==> src/rtl/nce_pkg.sv <==
package nce_pkg;

  typedef enum logic [1:0] {
    ZONE_FIRST  = 2'b00,
    ZONE_SECOND = 2'b01,
    ZONE_SPARE  = 2'b10
  } zone_e;

  localparam logic [7:0] OPC_FIRST  = 8'h00;
  localparam logic [7:0] OPC_SECOND = 8'h01;
  localparam logic [7:0] OPC_SPARE  = 8'h50;

  function automatic logic opc_hits_zone(input logic [7:0] op);
    return (op == OPC_FIRST) || (op == OPC_SECOND) || (op == OPC_SPARE);
  endfunction

  function automatic zone_e opc_zone(input logic [7:0] op);
    zone_e z;
    case (op)
      OPC_SECOND: z = ZONE_SECOND;
      OPC_SPARE:  z = ZONE_SPARE;
      default:    z = ZONE_FIRST;
    endcase
    return z;
  endfunction

endpackage

==> src/rtl/nce_select.sv <==
module nce_select #(
  parameter int NUM_DEV  = 4,
  parameter int DEV_W    = 2,
  parameter int CARD_DEV = 3
) (
  input  logic               clk,
  input  logic               rst_n,
  input  logic               card_en,
  input  logic [DEV_W-1:0]   max_dev,
  input  logic               sel_valid,
  input  logic [DEV_W-1:0]   sel_dev,
  input  logic               hold_we,
  input  logic               hold_d,
  input  logic               cmd_start,
  input  logic               cmd_done,
  input  logic               xfer_live,
  output logic [NUM_DEV-1:0] ce_n
);

  logic             hold_q;
  logic             cmd_q;
  logic [DEV_W-1:0] dev_q;
  logic             accept;
  logic             engage;

  assign accept = sel_valid &&
                  ((sel_dev <= max_dev) || (card_en && sel_dev == DEV_W'(CARD_DEV)));

  always_ff @(posedge clk or negedge rst_n) begin
    if (!rst_n) begin
      hold_q <= 1'b0;
      cmd_q  <= 1'b0;
      dev_q  <= '0;
    end else begin
      if (hold_we)        hold_q <= hold_d;
      if (cmd_start)      cmd_q  <= 1'b1;
      else if (cmd_done)  cmd_q  <= 1'b0;
      if (accept)         dev_q  <= sel_dev;
    end
  end

  assign engage = hold_q || cmd_q || xfer_live;

  for (genvar g = 0; g < NUM_DEV; g++) begin : g_ce
    assign ce_n[g] = ~(engage && (dev_q == DEV_W'(g)));
  end

  assert_one_low_R3: assert property (@(posedge clk) disable iff (!rst_n)
    $onehot0(~ce_n));

  assert_hold_moves_R2: assert property (@(posedge clk) disable iff (!rst_n)
    (hold_q && accept && !(hold_we && !hold_d))
    |=> (ce_n == ~({{(NUM_DEV-1){1'b0}}, 1'b1} << $past(sel_dev))));

  assert_ignore_sel_R10: assert property (@(posedge clk) disable iff (!rst_n)
    (sel_valid && !accept) |=> $stable(dev_q));

  assert_cmd_low_R4: assert property (@(posedge clk) disable iff (!rst_n)
    cmd_start |=> (ce_n[dev_q] == 1'b0));

endmodule

==> src/rtl/nce_zone.sv <==
module nce_zone
  import nce_pkg::*;
#(
  parameter int COL_W     = 8,
  parameter int EXT_W     = 2,
  parameter int PAGE_LAST = 527,
  localparam int ABS_W    = COL_W + EXT_W
) (
  input  logic             clk,
  input  logic             rst_n,
  input  logic             col_reg_acc,
  input  logic             opc_valid,
  input  logic [7:0]       opc,
  input  logic             col_load,
  input  logic [COL_W-1:0] col_rel,
  input  logic             step,
  output logic [ABS_W-1:0] col_abs,
  output logic             at_end
);

  logic [ABS_W-1:0] col_q;
  logic [ABS_W-1:0] col_inc;
  logic [EXT_W-1:0] ext_d;
  logic [COL_W-1:0] rel_d;
  logic             advance;
  logic             opc_hit;

  assign at_end  = col_q >= ABS_W'(PAGE_LAST);
  assign opc_hit = opc_valid && opc_hits_zone(opc);
  assign advance = step && !at_end && !col_reg_acc && !opc_valid && !col_load;
  assign col_inc = col_q + ABS_W'(1);

  always_comb begin
    ext_d = col_q[ABS_W-1:COL_W];
    rel_d = col_q[COL_W-1:0];
    if (advance) begin
      ext_d = col_inc[ABS_W-1:COL_W];
      rel_d = col_inc[COL_W-1:0];
    end else begin
      if (col_reg_acc)  ext_d = '0;
      else if (opc_hit) ext_d = EXT_W'(opc_zone(opc));
      if (col_load)     rel_d = col_rel;
    end
  end

  always_ff @(posedge clk or negedge rst_n) begin
    if (!rst_n) col_q <= '0;
    else        col_q <= {ext_d, rel_d};
  end

  assign col_abs = col_q;

  assert_ext_clear_R7: assert property (@(posedge clk) disable iff (!rst_n)
    col_reg_acc |=> (col_abs[ABS_W-1:COL_W] == '0));

  assert_spare_opc_R6: assert property (@(posedge clk) disable iff (!rst_n)
    (opc_valid && opc == OPC_SPARE && !col_reg_acc) |=> (col_abs[ABS_W-1:COL_W] == EXT_W'(ZONE_SPARE)));

  assert_step_inc_R8: assert property (@(posedge clk) disable iff (!rst_n)
    (step && !at_end && !col_reg_acc && !opc_valid && !col_load)
    |=> (col_abs == $past(col_abs) + ABS_W'(1)));

  assert_end_hold_R9: assert property (@(posedge clk) disable iff (!rst_n)
    (at_end && !col_reg_acc && !opc_valid && !col_load) |=> $stable(col_abs));

endmodule

==> src/rtl/nce_runner.sv <==
module nce_runner (
  input  logic clk,
  input  logic rst_n,
  input  logic xfer_start,
  input  logic hold_we,
  input  logic hold_d,
  input  logic byte_busy,
  input  logic byte_strobe,
  input  logic at_end,
  output logic running
);

  logic run_q;
  logic pend_q;
  logic stop_wr;
  logic stop_req;
  logic finish;
  logic run_d;

  assign stop_wr  = hold_we && !hold_d;
  assign stop_req = pend_q || stop_wr;
  assign finish   = run_q && ((stop_req && (!byte_busy || byte_strobe)) ||
                              (byte_strobe && at_end));

  always_comb begin
    run_d = run_q;
    if (finish)                     run_d = 1'b0;
    else if (xfer_start && !stop_wr) run_d = 1'b1;
  end

  always_ff @(posedge clk or negedge rst_n) begin
    if (!rst_n) begin
      run_q  <= 1'b0;
      pend_q <= 1'b0;
    end else begin
      run_q  <= run_d;
      pend_q <= run_d && stop_req;
    end
  end

  assign running = run_q;

  assert_page_stop_R9: assert property (@(posedge clk) disable iff (!rst_n)
    (running && byte_strobe && at_end) |=> !running);

  assert_idle_stop_R5: assert property (@(posedge clk) disable iff (!rst_n)
    (stop_wr && !byte_busy) |=> !running);

  assert_start_R11: assert property (@(posedge clk) disable iff (!rst_n)
    (!running && xfer_start && !stop_wr) |=> running);

endmodule

==> src/rtl/nce_zone_ctrl.sv <==
module nce_zone_ctrl #(
  parameter int NUM_DEV   = 4,
  parameter int COL_W     = 8,
  parameter int EXT_W     = 2,
  parameter int PAGE_LAST = 527,
  localparam int DEV_W    = $clog2(NUM_DEV),
  localparam int ABS_W    = COL_W + EXT_W
) (
  input  logic               clk,
  input  logic               rst_n,
  input  logic               card_en,
  input  logic [DEV_W-1:0]   max_dev,
  input  logic               sel_valid,
  input  logic [DEV_W-1:0]   sel_dev,
  input  logic               hold_we,
  input  logic               hold_d,
  input  logic               cmd_start,
  input  logic               cmd_done,
  input  logic               opc_valid,
  input  logic [7:0]         opc,
  input  logic               col_reg_acc,
  input  logic               col_load,
  input  logic [COL_W-1:0]   col_rel,
  input  logic               xfer_start,
  input  logic               byte_busy,
  input  logic               byte_strobe,
  output logic [NUM_DEV-1:0] ce_n,
  output logic [ABS_W-1:0]   col_abs,
  output logic               running
);

  logic at_end;
  logic step;

  assign step = byte_strobe && running;

  nce_select #(.NUM_DEV(NUM_DEV), .DEV_W(DEV_W), .CARD_DEV(NUM_DEV-1)) u_sel (
    .clk       (clk),
    .rst_n     (rst_n),
    .card_en   (card_en),
    .max_dev   (max_dev),
    .sel_valid (sel_valid),
    .sel_dev   (sel_dev),
    .hold_we   (hold_we),
    .hold_d    (hold_d),
    .cmd_start (cmd_start),
    .cmd_done  (cmd_done),
    .xfer_live (running),
    .ce_n      (ce_n)
  );

  nce_zone #(.COL_W(COL_W), .EXT_W(EXT_W), .PAGE_LAST(PAGE_LAST)) u_zone (
    .clk         (clk),
    .rst_n       (rst_n),
    .col_reg_acc (col_reg_acc),
    .opc_valid   (opc_valid),
    .opc         (opc),
    .col_load    (col_load),
    .col_rel     (col_rel),
    .step        (step),
    .col_abs     (col_abs),
    .at_end      (at_end)
  );

  nce_runner u_run (
    .clk         (clk),
    .rst_n       (rst_n),
    .xfer_start  (xfer_start),
    .hold_we     (hold_we),
    .hold_d      (hold_d),
    .byte_busy   (byte_busy),
    .byte_strobe (byte_strobe),
    .at_end      (at_end),
    .running     (running)
  );

  assert_run_keeps_ce_R4: assert property (@(posedge clk) disable iff (!rst_n)
    running |-> (ce_n != {NUM_DEV{1'b1}}));

endmodule

==> config.mk <==
export PLATFORM = sky130hd
export DESIGN_NAME = nce_zone_ctrl
export DESIGN_NICKNAME = d
export VERILOG_FILES = /design/src/rtl/nce_pkg.sv /design/src/rtl/nce_select.sv /design/src/rtl/nce_zone.sv /design/src/rtl/nce_runner.sv /design/src/rtl/nce_zone_ctrl.sv
export SDC_FILE = /design/constraint.sdc
export NUM_CORES = 1
export LEC_CHECK = 0
export BUFFER_PORTS_ARGS = -buffer_cell sky130_fd_sc_hd__buf_2
export CAP_MARGIN = 20
export CORE_MARGIN = 2
export CORE_UTILIZATION = 49
export DETAILED_ROUTE_END_ITERATION = 6
export GPL_TIMING_DRIVEN = 0
export HOLD_SLACK_MARGIN = 0.12
export PLACE_DENSITY = 0.91
export SYNTH_ARGS = -nofsm -noshare
export SYNTH_HDL_FRONTEND = slang
export SYNTH_SLANG_ARGS = --single-unit
==> constraint.sdc <==
create_clock -name clk -period 4.7 [get_ports clk]
set_input_delay 0.235 -clock clk [delete_from_list [all_inputs] [get_ports clk]]
set_output_delay 0.235 -clock clk [all_outputs]
set_load 0.01 [all_outputs]
### After elaboration in Yosys (flattened, before gate mapping)

Index checks and enable logic that the tools add are counted.

| word-level totals | value |
|---|---|
| latch bits | 0 |
| register bits after elaboration | 16 |
| output and inout bits | 15 |
| memory bits (writable) | 0 |
| input port bits | 34 |
| memories | 0 |
| logic and storage cells | 68 |
| ROM bits | 0 |

| operators by class | value |
|---|---|
| equality and inequality tests | 6 |
| shifts and indexed selects | 0 |
| magnitude comparators | 2 |
| reduce and logical (&&, ||, !) cells | 38 |
| $mul | 0 |
| divide/modulo/power cells | 0 |
| multiplexer cells | 10 |
| add/sub/neg operators | 1 |
| bitwise operators | 4 |

Operators by type and width:

| kind | count |
|---|---|
| 1-bit logical AND | 18 |
| 8-bit two-way mux | 2 |
| 10-bit by 1-bit adder with 10-bit output, second input constant | 1 |
| 10-bit >= comparator, second input constant | 1 |
| 8-bit by 1-bit equality test with 1-bit output, second input constant | 1 |
| 8-bit by 7-bit equality test with 1-bit output, second input constant | 1 |
| 8-bit logical NOT | 1 |
| 1-bit logical OR | 8 |
| 1-bit logical NOT | 7 |
| 2-bit equality test, second input constant | 3 |
| 2-bit two-way mux | 3 |
| 1-bit two-way mux | 4 |
| 1-bit inverter | 4 |
| 2-bit one-hot mux with 2 select lines | 1 |
| 2-bit nonzero test | 2 |
| 3-bit nonzero test | 1 |
| 2-bit by 1-bit equality test with 1-bit output, second input constant | 1 |
| 2-bit less-or-equal comparator | 1 |
| 2-bit logical NOT | 1 |

### Logic depth before layout (Yosys ltp)

Gate-level depths: netlist of the first run.

| logic depth | value |
|---|---|
| depth in word-level cells | 8 |
| mapped depth | 6 |
| gate-level depth less buffers | 6 |

### Modules after synthesis

From an unflattened synthesis of the first run, not the netlist that was laid out.

| unflattened totals | value |
|---|---|
| cell total of the unflattened synthesis | 123 |
| area total of the unflattened synthesis | 1143.6 sq um |

By module, submodules not included:

| module | cells an instance | area each (sq um) | instances |
|---|---|---|---|
| nce_zone | 82 | 748.2 | 1 |
| nce_select | 27 | 266.5 | 1 |
| nce_runner | 13 | 122.6 | 1 |
| nce_zone_ctrl | 1 | 6.3 | 1 |

### Least setup slack after synthesis of the first run

No wires, ideal clock.

| path | value |
|---|---|
| path type | flip-flop to flip-flop |
| start point | register u_zone.col_q[4], in the netlist u_zone.col_abs[4] |
| end point | register u_zone.col_q[5], in the netlist u_zone.col_abs[5] |
| setup time | 0.082 ns |
| data arrival time | 1.656 ns |
| clock period less this slack | 1.738 ns |
| buffers on the path | 2 |
| data required time | 4.618 ns |
| stages on the path, launching flop included | 7 |
| slack | 2.962 ns |
| cells stage by stage | dfrtp_1 > clkbuf_1 > o31ai_2 > nand4b_1 > buf_4 > or4_1 > a31oi_1 |

| between the ends | value |
|---|---|
| longest elaborated chain between the ends | 7 |

RTL lines:

| element | line | source |
|---|---|---|
| start: declaration | nce_zone.sv:21 | `logic [ABS_W-1:0] col_q;` |
| start signal: assignment | nce_zone.sv:48 | `else col_q <= {ext_d, rel_d};` |
| 10-bit >= comparator | nce_zone.sv:28 | `assign at_end = col_q >= ABS_W'(PAGE_LAST);` |
| 1-bit logical NOT | nce_zone.sv:30 | `assign advance = step && !at_end && !col_reg_acc && !opc_valid && !col_load;` |
| 1-bit logical AND (4 in a row) | nce_zone.sv:30 |  |
| 8-bit two-way mux / 2-bit nonzero test (equally long branches) | n/a |  |

Several ways; a longest one is shown, not always the timed one.
A chain may end at the register's enable or synchronous reset.

### Worst setup path in the final report of the first run

Same ends and word-level chain as after synthesis.

==> run_results.csv, run 1 <==
group,metric,value,unit
logic_synthesis,yosys_warnings,0,
global_routing,grt_util_met3,3.27,%
worst_hold_path,hold_path_class,"primary input to register",
cells_and_area,layout_common_cells,"48 x buf_2, 16 x dfrtp_1, 12 x nand2_1",
sta,fin_crit_sh,38.8,%
drt,firstDrtPassIters,4,
sta,fin_hold_ws,0.137,ns
cells_and_area,fin_cells,199,
logic_synthesis,ys_types,42,
floorplan,die_x,50.3,um
setup_path,critPathMaxStageDelay,0.46,ns
cells_and_area,seq_area,400,um^2
floorplan,dieArea,2530,um^2
clocking,cts_max_level,1,
cells_and_area,layout.nets,210,
global_routing,grt_pass1_wl,4.24,mm
sta,tightestPinTransition,0.607,ns
placed_design,dp_hpwl,2.18,mm
drt,drtAntennaViolNets,0,
floorplan,start_util,52.5,%
global_routing,busiest_layer,"met2",
setup_path,path_depth,6,
clocking,clk_latency,0.28,ns
drt,vias_per_cell,5.69,
drt,drt-total-wl,2.77,mm
setup_path,cp_data_arrival_time,2.04,ns
pwr,peakVddDrop,0.000184,V
pwr,powerDensity,277,nW/um^2
logic_synthesis,synth-edff-count,0,
sta,finalSetupTns,0,ns
sta,slew_headroom,58.5,%
pwr,p_sw,0.124,mW
global_routing,grt_use_met1,22.5,%
cells_and_area,final_common_cell,"buf_2",
sta,hold_violations,0,
logic_synthesis,synth_cells,119,
pwr,leakagePower,0.622,nW
setup_path,crit_path_top_delay_cell,"or4_1",
clocking,cts.sinks,16,
drt,drt_iter0_markers,27,
placed_design,gp_congestion,0.823,
cells_and_area,antennaDiodeCount,0,
cells_and_area,drive_above_1_share,35.5,%
sta,setup_violations,0,
floorplan,num_rows,16,
cells_and_area,area_delta_synth_final,30.5,%
placed_design,dp_cells,194,
clocking,post_cts_resized,0,
sta,rsz0062_at_grt,"false",
setup_path,cp-end-kind,"register",
setup_path,cp-start-kind,"register",
setup_path,crit_fanout,10,
clocking,clockBufferDepth,2,
clocking,clkTransAtPathRegs,0.09,ns
logic_synthesis,synth_area,1050,um^2
drt,num_vias,1133,
logic_synthesis,async_reset_ff_share,100,%
setup_path,cp_top_family,"simple AND/OR/NAND/NOR gates",
pwr,switching_share,32.7,%
setup_path,r2r.worst_path.cells,6,
setup_path,cp.buffers_inverters,2,
clocking,cts_tree,"built",
logic_synthesis,ys_seq_elements,16,
floorplan,core_area,2000,um^2
pwr,seqPwrFrac,47.3,%
job,cap_violations,0,
clocking,cts_inserted_buffers,3,
logic_synthesis,ys_seq_area_share,38.1,%
pwr,p_comb_share,28.8,%
sta,skew,0.00352,ns
drt,drc,0,
setup_path,cp_data_required_time,4.91,ns
clocking,post_cts_buffers,0,
worst_hold_path,hold_depth,2,
pwr,internal_power,0.256,mW
global_routing,grt_pass1_vias,1075,
sta,fin_crit,1.82,ns
logic_synthesis,syn_nets,156,
global_routing,grt_max_degree,17,
floorplan,die_h,50.3,um
sta,max_freq,548,MHz
cells_and_area,nFillCells,187,
global_routing,overflow,0,
outcome,outcome,"finished, final reports clean",
global_routing,use_met2,42.8,%
drt,wl_per_cell,13.9,um
cells_and_area,multi_input_area,598,um^2
global_routing,track_usage,21.5,%
placed_design,numPortBuffers,48,
clocking,root_buffer,"clkbuf_4",
global_routing,antenna_found_initial,0,
sta,drv_slew,0,
logic_synthesis,ys.flop_type,"dfrtp_1",
floorplan,ios,49,
setup_path,worst-setup-path-type,"register to register",
logic_synthesis,avgSynthCellArea,8.83,um^2
pwr,p_total,0.380,mW
pwr,pwr-share-clk,23.9,%
setup_path,cp_cell_sequence,"clkbuf_1, o31ai_2, nand4b_1, buf_4, or4_1, a31oi_1",
-- registers in the layout, indices dropped and copies added, names as in the netlist --
register and count:
u_run.pend_q 1, u_run.running 1, u_sel.cmd_q 1, u_sel.dev_q 2, u_sel.hold_q 1, u_zone.col_abs 10
-- path summary, 6_finish.rpt --
check / from / end / slack [ns]
hold reg to reg: u_run.pend_q$_DFF_PN0_ / u_run.pend_q$_DFF_PN0_ / 0.49
max in group asynchronous: rst_n / u_zone.col_abs[7]$_DFFE_PN0P_ / 4.05
setup / recovery: u_zone.col_abs[4]$_DFFE_PN0P_ / u_zone.col_abs[5]$_DFFE_PN0P_ / 2.88
min in group asynchronous: rst_n / u_run.running$_DFF_PN0_ / 0.39
setup reg to reg: u_zone.col_abs[4]$_DFFE_PN0P_ / u_zone.col_abs[5]$_DFFE_PN0P_ / 2.88
hold / removal: cmd_start / u_sel.cmd_q$_DFFE_PN0P_ / 0.14
-- what timing repair did --
action                     in CTS  in global routing
hold endpoints to repair       16                  0
hold buffers                    1                  0
setup endpoints to repair       0                  0
-- power groups by stage --
| stage | combinational [mW] | clock, mW | sequential, mW |
|---|---|---|---|
| 3_3_place_gp | 0.103 | 0 | 0.179 |
| 6_report | 0.109 | 0.0907 | 0.180 |
| 5_1_grt | 0.122 | 0.0991 | 0.183 |
| 3_5_place_dp | 0.109 | 0 | 0.182 |
| 4_1_cts | 0.110 | 0.0917 | 0.179 |
| 2_1_floorplan | 0.0573 | 0 | 0.182 |
-- synthesized netlist by cell type, types with 2 or more instances --
cell	count	share of area (%)
a21oi_1	3	1.4
a31oi_1	4	2.4
clkbuf_1	3	1.1
dfrtp_1	16	38
ha_1	3	3.6
inv_1	8	2.9
mux2_2	3	3.2
mux2i_1	2	1.9
nand2_1	12	4.3
nand3_1	4	1.9
nand3b_1	2	1.4
nand4_1	3	1.8
nor2_1	10	3.6
nor3_1	3	1.4
nor4_1	3	1.8
o21ai_0	5	2.4
o21ai_1	2	0.95
o31ai_1	2	1.4
or2_2	2	1.2
or3_1	2	1.2
or4_1	2	1.4
xnor2_1	4	3.3
xor2_1	2	1.7
-- metrics by stage --
stage / cell area (um^2) / setup WS (ns) / utilization (%)
final: 1370 / 2.88 / 68.5
after CTS: 1370 / 2.88 / 68.5
after detailed placement: 1330 / 2.84 / 66.2
after floorplan: 1050 / 2.96 / -
after global routing: 1370 / 2.74 / 68.5
after global placement: 1330 / 2.94 / 66.2
-- area by class of cell --
class / count / share of cell area, %
clock buffers: 4 / 2.65
multi-input cells: 90 / 43.6
inverters: 9 / 2.46
well taps: 27 / 2.46
plain buffers: 4 / 1.37
flip-flops and latches: 16 / 29.2
repair buffers: 49 / 18.2
-- logic make-up after synthesis --
logic type | after synthesis | share of synthesized area, %
AND/OR/NAND/NOR | 49 | 25.4
AO/OA/AOI/OAI | 27 | 17.9
flip-flops | 16 | 38.1
buffers and inverters | 13 | 5.00
XOR/XNOR | 6 | 5.00
multiplexers | 5 | 5.12
adder cells (fa/ha/maj) | 3 | 3.57
-- worst reg2reg max path: cells and delay by family (launching register included) --
kind / cells / cell delay, ns
AOI/OAI and AO/OA: 2 / 0.38
buffers and inverters: 2 / 0.39
DFF: 1 / 0.39
and+or+nand+nor: 2 / 0.60
-- layer usage --
| metal | vias up | part of all wire, % |
|---|---|---|
| li1 | 540 | - |
| met1 | 541 | 39 |
| met2 | 46 | 53 |
| met3 | 6 | 5.9 |
| met4 | 0 | 2.1 |
| met5 | - | 0 |
No activity file was read; power rests on OpenSTA's default activity.
==> run 2: changes to the inputs <==
--- a/config.mk
+++ b/config.mk
@@ -8,11 +8,11 @@
 export BUFFER_PORTS_ARGS = -buffer_cell sky130_fd_sc_hd__buf_2
 export CAP_MARGIN = 20
 export CORE_MARGIN = 2
-export CORE_UTILIZATION = 49
+export CORE_UTILIZATION = 46
 export DETAILED_ROUTE_END_ITERATION = 6
 export GPL_TIMING_DRIVEN = 0
 export HOLD_SLACK_MARGIN = 0.12
-export PLACE_DENSITY = 0.91
+export PLACE_DENSITY = 0.87
 export SYNTH_ARGS = -nofsm -noshare
 export SYNTH_HDL_FRONTEND = slang
 export SYNTH_SLANG_ARGS = --single-unit
==> constraint.sdc (replaced) <==
create_clock -name clk -period 1.7 [get_ports clk]
set_input_delay 0.085 -clock clk [delete_from_list [all_inputs] [get_ports clk]]
set_output_delay 0.085 -clock clk [all_outputs]
set_load 0.01 [all_outputs]
==> run 2 against run 1 <==
  * The flow now finishes with violations (setup timing)
  * Clock-buffer cell count is the same
  * Worst hold slack improved by 0.0092 ns
  * Core utilization grew 5.8 points
  * First-iteration DRC count grew 85%
  * Setup slack got worse by 2.9 ns
  * Cell area is 19% higher
  * Global-route usage increased by 2.3 points
  * Clock power rose by 130%
  * Register-to-register slack got worse by 2.9 ns
  * Sequential power grew to 2.7 times the previous value
  * Combinational power grew to 3.7 times the previous value
  * Die area rose by 6.0%
==> run_results.csv, run 2 (synthesized netlist as in run 1, its figures left out) <==
group,metric,value,unit
setup_path,cp-start-kind,"register",
sta,rsz0062_at_grt,"true",
setup_path,cp_data_required_time,1.90,ns
floorplan,die_h,51.8,um
placed_design,gp_congestion,0.810,
setup_path,r2r.worst_path.cells,5,
clocking,clk_latency,0.28,ns
sta,fin_crit,1.72,ns
cells_and_area,largest_reg_flops,10,
clocking,cts_max_level,1,
drt,num_vias,1255,
clocking,cts_tree,"built",
worst_hold_path,hold_depth,4,
floorplan,num_rows,17,
sta,skew,0.00349,ns
worst_hold_path,hold_path_end,"u_run.running$_DFF_PN0_",
global_routing,overflow,0,
setup_path,critPathMaxStageDelay,0.49,ns
clocking,clkTransAtPathRegs,0.10,ns
drt,vias_per_cell,5.65,
sta,setup_ws,-0.0181,ns
sta,tightestPinTransition,0.668,ns
sta,drv_slew,0,
clocking,cts_inserted_buffers,3,
cells_and_area,drive_above_1_share,39.2,%
pwr,p_total,1.10,mW
setup_path,rr_endpoint,"u_zone.col_abs[5]$_DFFE_PN0P_",
sta,setup_violations,1,
setup_path,r2r_start,"u_zone.col_abs[4]$_DFFE_PN0P_",
cells_and_area,layout_common_cells,"48 x buf_2, 17 x dlygate4sd3_1, 12 x nand2_1",
placed_design,dpl_worst_slack,-0.0508,ns
worst_hold_path,hold_path_class,"primary input to register",
sta,fin_crit_sh,101,%
global_routing,grt_pass1_wl,4.83,mm
outcome,outcome,"finished, violations left",
cells_and_area,final_util,74.3,%
setup_path,timing.reg2reg.setup_slack,-0.02,ns
setup_path,crit_fanout,8,
pwr,powerDensity,678,nW/um^2
sta,hold_violations,0,
global_routing,grt_max_degree,17,
cells_and_area,antennaDiodeCount,0,
sta,slew_headroom,54.3,%
job,cap_violations,0,
outcome,failed_checks,"setup timing",
cells_and_area,final_common_cell,"buf_2",
floorplan,core_area,2190,um^2
drt,firstDrtPassIters,4,
floorplan,ios,49,
drt,drt_iter0_markers,50,
setup_path,cp-end-kind,"register",
placed_design,numPortBuffers,48,
floorplan,dieArea,2680,um^2
cells_and_area,area_delta_synth_final,54.9,%
setup_path,cp_data_arrival_time,1.92,ns
drt,drc,0,
setup_path,crit_path_top_delay_cell,"dfrtp_2",
drt,wl_per_cell,14.1,um
sta,max_freq,582,MHz
global_routing,grt_pass1_vias,1213,
cells_and_area,final_cell_area,1630,um^2
drt,drtAntennaViolNets,0,
setup_path,cp_cell_sequence,"o31ai_4, nand4b_1, buf_6, or4_1, a31oi_1",
floorplan,start_util,48.0,%
floorplan,die_x,51.8,um
cells_and_area,layout.nets,232,
global_routing,track_usage,23.8,%
placed_design,dp_hpwl,2.02,mm
placed_design,placed_area,1340,um^2
drt,drt-total-wl,3.13,mm
clocking,cts.sinks,16,
pwr,leakagePower,0.721,nW
worst_hold_path,hold_start,"byte_busy",
setup_path,worst-setup-path-type,"register to register",
sta,finalSetupTns,-0.0181,ns
clocking,clockBufferDepth,2,
global_routing,antenna_found_initial,0,
pwr,peakVddDrop,0.000488,V
clocking,root_buffer,"clkbuf_4",
run 2: repair_timing:
action | 4_1_cts | 5_1_grt
setup endpoints to repair | 2 | 6
hold endpoints to repair | 30 | 0
setup buffers | 8 | 0
pin swaps | 2 | 7
hold buffers | 17 | 0
resized for setup | 5 | 5
run 2: worst max-delay path: cells and delay by family, from the launching register on:
| kind | cells | cell delay (ns) |
|---|---|---|
| simple gates | 2 | 0.64 |
| flops | 1 | 0.49 |
| compound gates | 2 | 0.35 |
| buf+inv | 1 | 0.16 |
run 2: final cells by class:
| cell class | instances | area [um^2] |
|---|---|---|
| buffer | 2 | 15.0 |
| clock buffer | 4 | 26.3 |
| fill | 150 | 563 |
| inverter | 9 | 33.8 |
| multi-input combinational | 90 | 641 |
| sequential | 16 | 407 |
| tap | 28 | 35.0 |
| timing repair buffer | 73 | 470 |
run 2: worst max path at each step:
stage / slack (ns) / from / end
after global placement: -0.006 / u_zone.col_abs[9]$_DFFE_PN0P_ / u_zone.col_abs[5]$_DFFE_PN0P_
after floorplan: 0.03 / u_zone.col_abs[4]$_DFFE_PN0P_ / u_zone.col_abs[5]$_DFFE_PN0P_
after CTS: -0.007 / u_zone.col_abs[8]$_DFFE_PN0P_ / u_zone.col_abs[5]$_DFFE_PN0P_
final: -0.02 / u_zone.col_abs[4]$_DFFE_PN0P_ / u_zone.col_abs[5]$_DFFE_PN0P_
after global routing: -0.1 / u_zone.col_abs[1]$_DFFE_PN0P_ / u_zone.col_abs[5]$_DFFE_PN0P_
after detailed placement: -0.05 / u_zone.col_abs[9]$_DFFE_PN0P_ / u_zone.col_abs[5]$_DFFE_PN0P_
run 2: per-layer routing:
layer	routed length, um	up-vias	global-route usage [%]
met5	0	-	0
met4	36	0	8.33
met3	239	6	3.16
met2	1580	62	45.5
met1	1280	596	26.7
li1	-	591	-
run 2: where the power goes:
| part | leakage [nW] | total, mW | switching [mW] | internal [mW] |
|---|---|---|---|---|
| combinational | 0.520 | 0.402 | 0.188 | 0.213 |
| sequential | 0.185 | 0.490 | 0.0591 | 0.431 |
| clock | 0.0150 | 0.212 | 0.121 | 0.0910 |
run 2: stage by stage:
step	hold WS, ns	std cells
after global routing	0.164	222
after floorplan	-0.211	119
final	0.146	222
after CTS	0.144	222
after global placement	0.0107	195
after detailed placement	0.0185	195
